File: src/rtl/trap_entry_pkg.sv
package trap_entry_pkg;

  localparam logic [1:0] PRIV_U    = 2'b00;
  localparam logic [1:0] PRIV_S    = 2'b01;
  localparam logic [1:0] PRIV_RSVD = 2'b10;
  localparam logic [1:0] PRIV_M    = 2'b11;

  localparam int unsigned ENV_CALL_U = 8;
  localparam int unsigned ENV_CALL_S = 9;
  localparam int unsigned ENV_CALL_M = 11;

  localparam logic [1:0] VEC_MODE_SPREAD = 2'b01;

  // strobes from control to datapath
  typedef struct packed {
    logic takeM;
    logic takeS;
    logic loadCtx;
    logic keepTval;
    logic vecOffset;
  } trap_strb_t;

  // exception codes that carry a faulting address
  function automatic logic carriesAddr(input logic [31:0] code);
    case (code)
      32'd0, 32'd1, 32'd4, 32'd5, 32'd6, 32'd7,
      32'd12, 32'd13, 32'd15: carriesAddr = 1'b1;
      default:                carriesAddr = 1'b0;
    endcase
  endfunction

endpackage

File: src/rtl/trap_entry_ctrl.sv
module trap_entry_ctrl
  import trap_entry_pkg::*;
#(
  parameter int XLEN    = 32,
  parameter int CAUSE_W = 6
) (
  input  logic               trapValid,
  input  logic               trapIsIntr,
  input  logic [CAUSE_W-1:0] trapCause,
  input  logic               ldValid,
  input  logic [1:0]         curPriv,
  input  logic [XLEN-1:0]    excDeleg,
  input  logic [XLEN-1:0]    intDeleg,
  input  logic [1:0]         mVecMode,
  input  logic [1:0]         sVecMode,
  output trap_strb_t         strb,
  output logic [CAUSE_W-1:0] effCause
);

  localparam int IDX_W = $clog2(XLEN);

  logic             inRange;
  logic             lowPriv;
  logic             maskBit;
  logic             goS;
  logic [IDX_W-1:0] maskIdx;
  logic [1:0]       tgtMode;

  // environment-call rewrite by current privilege
  always_comb begin
    effCause = trapCause;
    if (!trapIsIntr && trapCause == CAUSE_W'(ENV_CALL_U)) begin
      case (curPriv)
        PRIV_M:  effCause = CAUSE_W'(ENV_CALL_M);
        PRIV_S:  effCause = CAUSE_W'(ENV_CALL_S);
        default: effCause = CAUSE_W'(ENV_CALL_U);
      endcase
    end
  end

  // delegation decision
  always_comb begin
    inRange = 32'(effCause) < 32'(XLEN);
    maskIdx = effCause[IDX_W-1:0];
    lowPriv = (curPriv == PRIV_U) || (curPriv == PRIV_S);
    maskBit = trapIsIntr ? intDeleg[maskIdx] : excDeleg[maskIdx];
    goS     = trapValid && lowPriv && inRange && maskBit;
    tgtMode = goS ? sVecMode : mVecMode;
  end

  always_comb begin
    strb.takeS     = goS;
    strb.takeM     = trapValid && !goS;
    strb.loadCtx   = ldValid && !trapValid;
    strb.keepTval  = !trapIsIntr && carriesAddr(32'(effCause));
    strb.vecOffset = trapIsIntr && (tgtMode == VEC_MODE_SPREAD);
  end

endmodule

File: src/rtl/trap_entry_dp.sv
module trap_entry_dp
  import trap_entry_pkg::*;
#(
  parameter int              XLEN     = 32,
  parameter int              CAUSE_W  = 6,
  parameter logic [XLEN-1:0] RESET_PC = '0
) (
  input  logic               clk,
  input  logic               rstN,
  input  trap_strb_t         strb,
  input  logic [CAUSE_W-1:0] effCause,
  input  logic               trapIsIntr,
  input  logic [XLEN-1:0]    trapAddr,
  input  logic [XLEN-1:0]    trapPc,
  input  logic [XLEN-1:0]    mVec,
  input  logic [XLEN-1:0]    sVec,
  input  logic [1:0]         ldPriv,
  input  logic               ldMIe,
  input  logic               ldSIe,
  input  logic               resvSet,
  output logic [1:0]         curPriv,
  output logic               mIe,
  output logic               mPie,
  output logic [1:0]         mPp,
  output logic               sIe,
  output logic               sPie,
  output logic               sPp,
  output logic [XLEN-1:0]    mCause,
  output logic [XLEN-1:0]    mEpc,
  output logic [XLEN-1:0]    mTval,
  output logic [XLEN-1:0]    sCause,
  output logic [XLEN-1:0]    sEpc,
  output logic [XLEN-1:0]    sTval,
  output logic [XLEN-1:0]    nextPc,
  output logic               redirect,
  output logic               resvValid
);

  logic [XLEN-1:0] tgtVec;
  logic [XLEN-1:0] vecOff;
  logic [XLEN-1:0] vecPc;
  logic [XLEN-1:0] causeWord;
  logic [XLEN-1:0] tvalWord;
  logic [1:0]      ldPrivEff;
  logic [1:0]      privNext;
  logic            privMoves;
  logic            anyTrap;

  always_comb begin
    anyTrap   = strb.takeM || strb.takeS;
    tgtVec    = strb.takeS ? sVec : mVec;
    vecOff    = strb.vecOffset ? (XLEN'(effCause) << 2) : '0;
    vecPc     = {tgtVec[XLEN-1:2], 2'b00} + vecOff;
    causeWord = {trapIsIntr, (XLEN-1)'(effCause)};
    tvalWord  = strb.keepTval ? trapAddr : '0;
    ldPrivEff = (ldPriv == PRIV_RSVD) ? PRIV_U : ldPriv;
    if (strb.takeS)        privNext = PRIV_S;
    else if (strb.takeM)   privNext = PRIV_M;
    else if (strb.loadCtx) privNext = ldPrivEff;
    else                   privNext = curPriv;
    privMoves = privNext != curPriv;
  end

  // privilege, redirect and reservation
  always_ff @(posedge clk) begin
    if (!rstN) begin
      curPriv   <= PRIV_M;
      redirect  <= 1'b0;
      nextPc    <= RESET_PC;
      resvValid <= 1'b0;
    end else begin
      curPriv  <= privNext;
      redirect <= anyTrap;
      if (anyTrap) nextPc <= vecPc;
      if (privMoves)    resvValid <= 1'b0;
      else if (resvSet) resvValid <= 1'b1;
    end
  end

  // machine trap registers
  always_ff @(posedge clk) begin
    if (!rstN) begin
      mIe    <= 1'b0;
      mPie   <= 1'b0;
      mPp    <= 2'b00;
      mCause <= '0;
      mEpc   <= '0;
      mTval  <= '0;
    end else if (strb.takeM) begin
      mPie   <= mIe;
      mPp    <= curPriv;
      mIe    <= 1'b0;
      mCause <= causeWord;
      mEpc   <= trapPc;
      mTval  <= tvalWord;
    end else if (strb.loadCtx) begin
      mIe    <= ldMIe;
    end
  end

  // supervisor trap registers
  always_ff @(posedge clk) begin
    if (!rstN) begin
      sIe    <= 1'b0;
      sPie   <= 1'b0;
      sPp    <= 1'b0;
      sCause <= '0;
      sEpc   <= '0;
      sTval  <= '0;
    end else if (strb.takeS) begin
      sPie   <= sIe;
      sPp    <= curPriv[0];
      sIe    <= 1'b0;
      sCause <= causeWord;
      sEpc   <= trapPc;
      sTval  <= tvalWord;
    end else if (strb.loadCtx) begin
      sIe    <= ldSIe;
    end
  end

endmodule

File: src/rtl/trap_entry_top.sv
module trap_entry_top
  import trap_entry_pkg::*;
#(
  parameter int              XLEN     = 32,
  parameter int              CAUSE_W  = 6,
  parameter logic [XLEN-1:0] RESET_PC = '0
) (
  input  logic               clk,
  input  logic               rstN,
  input  logic               trapValid,
  input  logic               trapIsIntr,
  input  logic [CAUSE_W-1:0] trapCause,
  input  logic [XLEN-1:0]    trapAddr,
  input  logic [XLEN-1:0]    trapPc,
  input  logic [XLEN-1:0]    excDeleg,
  input  logic [XLEN-1:0]    intDeleg,
  input  logic [XLEN-1:0]    mVec,
  input  logic [XLEN-1:0]    sVec,
  input  logic               ldValid,
  input  logic [1:0]         ldPriv,
  input  logic               ldMIe,
  input  logic               ldSIe,
  input  logic               resvSet,
  output logic [1:0]         curPriv,
  output logic               mIe,
  output logic               mPie,
  output logic [1:0]         mPp,
  output logic               sIe,
  output logic               sPie,
  output logic               sPp,
  output logic [XLEN-1:0]    mCause,
  output logic [XLEN-1:0]    mEpc,
  output logic [XLEN-1:0]    mTval,
  output logic [XLEN-1:0]    sCause,
  output logic [XLEN-1:0]    sEpc,
  output logic [XLEN-1:0]    sTval,
  output logic [XLEN-1:0]    nextPc,
  output logic               redirect,
  output logic               resvValid
);

  trap_strb_t         strb;
  logic [CAUSE_W-1:0] effCause;

  trap_entry_ctrl #(.XLEN(XLEN), .CAUSE_W(CAUSE_W)) ctrl (
    .trapValid (trapValid),
    .trapIsIntr(trapIsIntr),
    .trapCause (trapCause),
    .ldValid   (ldValid),
    .curPriv   (curPriv),
    .excDeleg  (excDeleg),
    .intDeleg  (intDeleg),
    .mVecMode  (mVec[1:0]),
    .sVecMode  (sVec[1:0]),
    .strb      (strb),
    .effCause  (effCause)
  );

  trap_entry_dp #(.XLEN(XLEN), .CAUSE_W(CAUSE_W), .RESET_PC(RESET_PC)) dp (
    .clk       (clk),
    .rstN      (rstN),
    .strb      (strb),
    .effCause  (effCause),
    .trapIsIntr(trapIsIntr),
    .trapAddr  (trapAddr),
    .trapPc    (trapPc),
    .mVec      (mVec),
    .sVec      (sVec),
    .ldPriv    (ldPriv),
    .ldMIe     (ldMIe),
    .ldSIe     (ldSIe),
    .resvSet   (resvSet),
    .curPriv   (curPriv),
    .mIe       (mIe),
    .mPie      (mPie),
    .mPp       (mPp),
    .sIe       (sIe),
    .sPie      (sPie),
    .sPp       (sPp),
    .mCause    (mCause),
    .mEpc      (mEpc),
    .mTval     (mTval),
    .sCause    (sCause),
    .sEpc      (sEpc),
    .sTval     (sTval),
    .nextPc    (nextPc),
    .redirect  (redirect),
    .resvValid (resvValid)
  );

endmodule

File: config.mk
export PLATFORM = sky130hd
export DESIGN_NAME = trap_entry_top
export DESIGN_NICKNAME = d
export VERILOG_FILES = /design/src/rtl/trap_entry_pkg.sv /design/src/rtl/trap_entry_ctrl.sv /design/src/rtl/trap_entry_dp.sv /design/src/rtl/trap_entry_top.sv
export SDC_FILE = /design/constraint.sdc
export NUM_CORES = 1
export LEC_CHECK = 0
export BUFFER_PORTS_ARGS = -buffer_cell sky130_fd_sc_hd__buf_2
export CAP_MARGIN = 15
export CELL_PAD_IN_SITES_DETAIL_PLACEMENT = 0
export CELL_PAD_IN_SITES_GLOBAL_PLACEMENT = 1
export CORE_MARGIN = 5
export CORE_UTILIZATION = 36
export CTS_CLUSTER_SIZE = 8
export DETAILED_ROUTE_END_ITERATION = 8
export MAX_ROUTING_LAYER = met4
export PLACE_DENSITY_LB_ADDON = 0.1
export SLEW_MARGIN = 5
export SYNTH_ARGS = -nofsm -noshare
export SYNTH_HDL_FRONTEND = slang
export SYNTH_HIERARCHICAL = 1
export SYNTH_SLANG_ARGS = --single-unit
File: constraint.sdc
create_clock -name clk -period 10.4 [get_ports clk]
set_clock_uncertainty 0.15 [all_clocks]
set_input_delay 0 -clock clk [delete_from_list [all_inputs] [get_ports clk]]
set_output_delay 0 -clock clk [all_outputs]
set_load 0.02 [all_outputs]
==> results.rst <==
.. list-table::
   :header-rows: 1

   * - Metric
     - Value
   * - Post-synth ARST share
     - 0%
   * - Reg2reg path depth
     - 17
   * - Worst Path Max Fanout
     - 70
   * - Routed vias/inst
     - 5.05
   * - Arrival @ worst endpoint
     - 7.80 ns
   * - Fin crit share
     - approximately 73%
   * - Clk Latency, worst-skew pair
     - 0.42 ns
   * - Post-synth top flop
     - sky130_fd_sc_hd__dfxtp_1
   * - Worst path most repeated cell
     - sky130_fd_sc_hd__dlygate4sd3_1
   * - Bufs and invs on worst path
     - 5
   * - Proportion of layout cells with a drive suffix above 1
     - between 20 and 30%
   * - Hold-critical path depth
     - 5
   * - Yosys cell types
     - 78
   * - Number of antenna violations at the first check in global routing
     - 9
   * - Type of element capturing the critical path
     - flop
   * - CTS Buffer Depth
     - 2
   * - Ranking of synthesized cells by instance count
     - 183 x sky130_fd_sc_hd__dfxtp_1, 114 x sky130_fd_sc_hd__nor2_1, 113 x sky130_fd_sc_hd__mux2i_1, 110 x sky130_fd_sc_hd__nand3_1, 86 x sky130_fd_sc_hd__a21oi_1
   * - CP cell instances
     - and3b_1, nand2_1, o21ai_1, mux2i_1, o2111ai_1, o211ai_1, and3b_4, buf_4, or2_2, nand2_1, inv_1, nand3_1, dlygate4sd3_1, or4_1, dlygate4sd3_1, nand3_1, dlygate4sd3_1
   * - Area fraction of the dominant cell type after synthesis
     - 38.8%
   * - Residual antenna-violating net count after detailed routing
     - 0
   * - Post-Synthesis Mean Instance Area
     - 8.59 sq um
   * - Type of the worst setup path
     - reg2reg
   * - Worst setup slack before clock tree synthesis
     - 4.30 ns
   * - Clock root buffer
     - sky130_fd_sc_hd__clkbuf_16
   * - Cell family with the largest share of critical-path delay
     - buffers and inverters
   * - Master of the slowest instance on the critical path
     - sky130_fd_sc_hd__and3b_4
   * - Min-delay worst type
     - in2reg
   * - Average wire length per cell after detail routing
     - 18.5 um
   * - Post CTS Setup Buffer Count
     - 0
   * - Post_cts resized
     - 0
   * - Overflow left after global routing
     - 0
   * - Seq cells post-synth
     - 183
   * - Die Wd
     - roughly 170 um
   * - Overall Global Routing Usage
     - 23.2%
   * - Row cnt
     - 59
   * - Largest area contributor in the netlist
     - sky130_fd_sc_hd__dfxtp_1
   * - Die Footprint
     - around 0.03 sq mm
   * - Area Growth Syn to Fin
     - 41.3%
   * - Leak pwr
     - 5.94 nW
   * - Num Clock Sinks
     - between 150 and 200
   * - Number of pins with negative max-slew slack in the final report
     - 0
   * - Standard cell core area
     - 0.0259 sq mm
   * - Maximum number of pins on one net before global-route repair
     - 94
   * - Starting utilization of the core area
     - 36.4%
   * - MaxCap Viol Count
     - 0
   * - Post-route minimum period
     - approximately 7.6 ns
   * - Post-synthesis sequential area ratio
     - 38.8%
   * - Most repeated cell in the gate-level netlist after synthesis
     - sky130_fd_sc_hd__dfxtp_1
   * - Final Hold Fails
     - 0
   * - Vias after detailed routing
     - roughly 9700
   * - Endpoint of the worst hold-timing path
     - dp/nextPc[26]$_SDFFE_PN0P_
   * - Detailed-routing iteration count for the pre-antenna-repair pass
     - 8
   * - Yosys warns
     - 6
   * - Worst-case vdd ir drop
     - 0.0984 mV
   * - Required @ worst endpoint
     - roughly 11 ns
   * - Port bufs
     - slightly below 400
   * - # DRC
     - 0
   * - Chip Height
     - 172 um
   * - HPWL after DPL
     - around 26000 um
   * - Setup repair after global routing missed its margin
     - false
   * - Post-DP Area
     - 0.0113 sq mm
   * - Total CTS buffers
     - 17
   * - Capture instance of the worst register-to-register path
     - dp/nextPc[29]$_SDFFE_PN0P_
   * - Pwr dens
     - between 100 and 150 mW/mm^2
   * - Beginning of the worst register-to-register path
     - dp/curPriv[0]$_SDFF_PN1_
   * - Total of fill cells in the finished design
     - 2546
   * - Routability Congestion
     - 0.920
   * - Top-level port count
     - 443
   * - Cell area after technology mapping
     - ~0.0094 sq mm
   * - Global-route wire length before repair
     - roughly 53000 um
   * - First DRT Iteration DRCs
     - 699
   * - CTS tree
     - done
   * - Clock transition at path regs
     - around 0.080 ns
   * - Outcome
     - finished clean
   * - Setup crit start kind
     - flop
   * - Launch instance of the worst min-delay path
     - sVec[26]
   * - H-tree level count
     - 4
   * - Setup slack after layout
     - 2.82 ns
   * - Final wirelength
     - 35600 um
   * - Highest clock rate
     - 132 MHz
   * - # setup viols final
     - 0
   * - Largest incremental delay on the critical path
     - approximately 0.67 ns
   * - Worst Tran Pin Value
     - 1.07 ns
   * - Aggregate negative setup slack
     - 0 ns
   * - EDFF count, synth
     - 0
   * - Finished layout cell area
     - 0.0133 sq mm
   * - Worst rel slew slack
     - 28.0%
   * - Worst R2R Setup Slack
     - 2.82 ns
   * - Synthesized netlist cell count
     - 1099
   * - Via count of the first global-routing pass
     - 9426
   * - Final core occ
     - 51.5%
   * - Cells taking the most area after synthesis
     - sky130_fd_sc_hd__dfxtp_1 39%, sky130_fd_sc_hd__mux2i_1 12%, sky130_fd_sc_hd__nand3_1 5.8%, sky130_fd_sc_hd__a21oi_1 4.6%, sky130_fd_sc_hd__nor2_1 4.5%
   * - Number of nets in the layout
     - 1780
registers in the layout (all words and copies together) (netlist names), 2 cells and up:
name	count
dp/mEpc	32
dp/nextPc	30
dp/sCause	7
dp/mCause	7
dp/sTval	32
dp/sEpc	32
dp/mPp	2
dp/mTval	32
dp/curPriv	2
routing by layer:
metal | vias to the layer above | global-route usage [%] | part of all wire, %
met1 | 4539 | 28.8 | 42
met4 | 0 | 7.14 | 2.6
met2 | 390 | 37.2 | 47
met5 | - | - | 0
li1 | 4720 | - | -
met3 | 48 | 6.20 | 7.7
what timing repair did:
item | 4_1_cts | 5_1_grt
hold buffers | 135 | 0
setup endpoints to repair | 0 | 0
endpoints found under the hold margin | 166 | 0
logic make-up (layout without fill, tap and decap cells):
logic type	count (synthesis)	after routing	synth area share, %
and+or+nand+nor	428	428	23.7
AOI/OAI and AO/OA	190	190	13.2
DFF	183	183	38.8
buffers and inverters	154	582	8.73
muxes	130	130	14.0
adders and majority gates	7	7	1.01
xor gates and xnor gates	6	6	0.557
other	1	61	0.0397
stage by stage:
stage / hold slack (ns) / power (mW) / instances
after global routing: 0.0364 / 1.81 / 1922
after global placement: 0.100 / 1.01 / 1746
after floorplan: -0.00972 / 0.919 / 1150
after detailed placement: 0.110 / 1.01 / 1746
final: 0.0306 / 1.72 / 1922
after CTS: 0.00305 / 1.74 / 1913
final cells by class:
type                            instances  area (sq um)  area share [%]
Clock inverter                         15           201            1.51
Tap cell                              335           419            3.14
Multi-Input combinational cell        813          5180            38.8
Sequential cell                       183          3660            27.5
Timing Repair Buffer                  532          3360            25.2
Antenna cell                            9          22.5           0.169
Inverter                               18          70.1           0.525
Clock buffer                           17           425            3.19
power breakdown:
| part | internal, mW | switching, mW | leakage, nW |
|---|---|---|---|
| clock | 0.351 | 0.334 | 0.305 |
| combinational | 0.127 | 0.176 | 4.14 |
| sequential | 0.723 | 0.0135 | 1.49 |
how the worst max path moves through the flow:
| stage | startpoint | endpoint | slack, ns | cells after the start |
|---|---|---|---|---|
| CTS | dp/curPriv[0]$_SDFF_PN1_ | dp/nextPc[29]$_SDFFE_PN0P_ | 3.01 | 17 |
| detailed placement | dp/curPriv[0]$_SDFF_PN1_ | dp/nextPc[8]$_SDFFE_PN0P_ | 4.30 | 17 |
| floorplan | dp/curPriv[0]$_SDFF_PN1_ | dp/nextPc[26]$_SDFFE_PN0P_ | 5.15 | 22 |
| global placement | dp/curPriv[0]$_SDFF_PN1_ | dp/nextPc[30]$_SDFFE_PN0P_ | 4.39 | 17 |
| global route | dp/curPriv[0]$_SDFF_PN1_ | dp/nextPc[29]$_SDFFE_PN0P_ | 2.41 | 17 |
| finish | dp/curPriv[0]$_SDFF_PN1_ | dp/nextPc[29]$_SDFFE_PN0P_ | 2.82 | 17 |
layout by cell type (no fill, tap or decap), types with 7 or more instances in the layout:
master and count:
sky130_fd_sc_hd__diode_2 9, sky130_fd_sc_hd__dlygate4sd3_1 135, sky130_fd_sc_hd__o21ai_0 21, sky130_fd_sc_hd__mux2i_1 113, sky130_fd_sc_hd__and2_1 12, sky130_fd_sc_hd__nand2_1 45
sky130_fd_sc_hd__buf_4 7, sky130_fd_sc_hd__nor3_1 20, sky130_fd_sc_hd__clkbuf_16 17, sky130_fd_sc_hd__nand2b_1 68, sky130_fd_sc_hd__inv_1 17, sky130_fd_sc_hd__nor2b_1 9
sky130_fd_sc_hd__mux2_2 17, sky130_fd_sc_hd__dfxtp_1 183, sky130_fd_sc_hd__conb_1 52, sky130_fd_sc_hd__o2111ai_1 7, sky130_fd_sc_hd__buf_2 390, sky130_fd_sc_hd__a21oi_1 86
sky130_fd_sc_hd__nand3_1 110, sky130_fd_sc_hd__nor2_1 113
worst register-to-register path, cell delays in order, from the launching register on:
cell	delay, ns
sky130_fd_sc_hd__dfxtp_1	0.50
sky130_fd_sc_hd__and3b_1	0.41
sky130_fd_sc_hd__nand2_1	0.13
sky130_fd_sc_hd__o21ai_1	0.37
sky130_fd_sc_hd__mux2i_1	0.26
sky130_fd_sc_hd__o2111ai_1	0.13
sky130_fd_sc_hd__o211ai_1	0.34
sky130_fd_sc_hd__and3b_4	0.67
sky130_fd_sc_hd__buf_4	0.69
sky130_fd_sc_hd__or2_2	0.38
sky130_fd_sc_hd__nand2_1	0.52
sky130_fd_sc_hd__inv_1	0.66
sky130_fd_sc_hd__nand3_1	0.15
sky130_fd_sc_hd__dlygate4sd3_1	0.58
sky130_fd_sc_hd__or4_1	0.41
sky130_fd_sc_hd__dlygate4sd3_1	0.59
sky130_fd_sc_hd__nand3_1	0.08
sky130_fd_sc_hd__dlygate4sd3_1	0.53
Power figures use the tool's default switching activity.
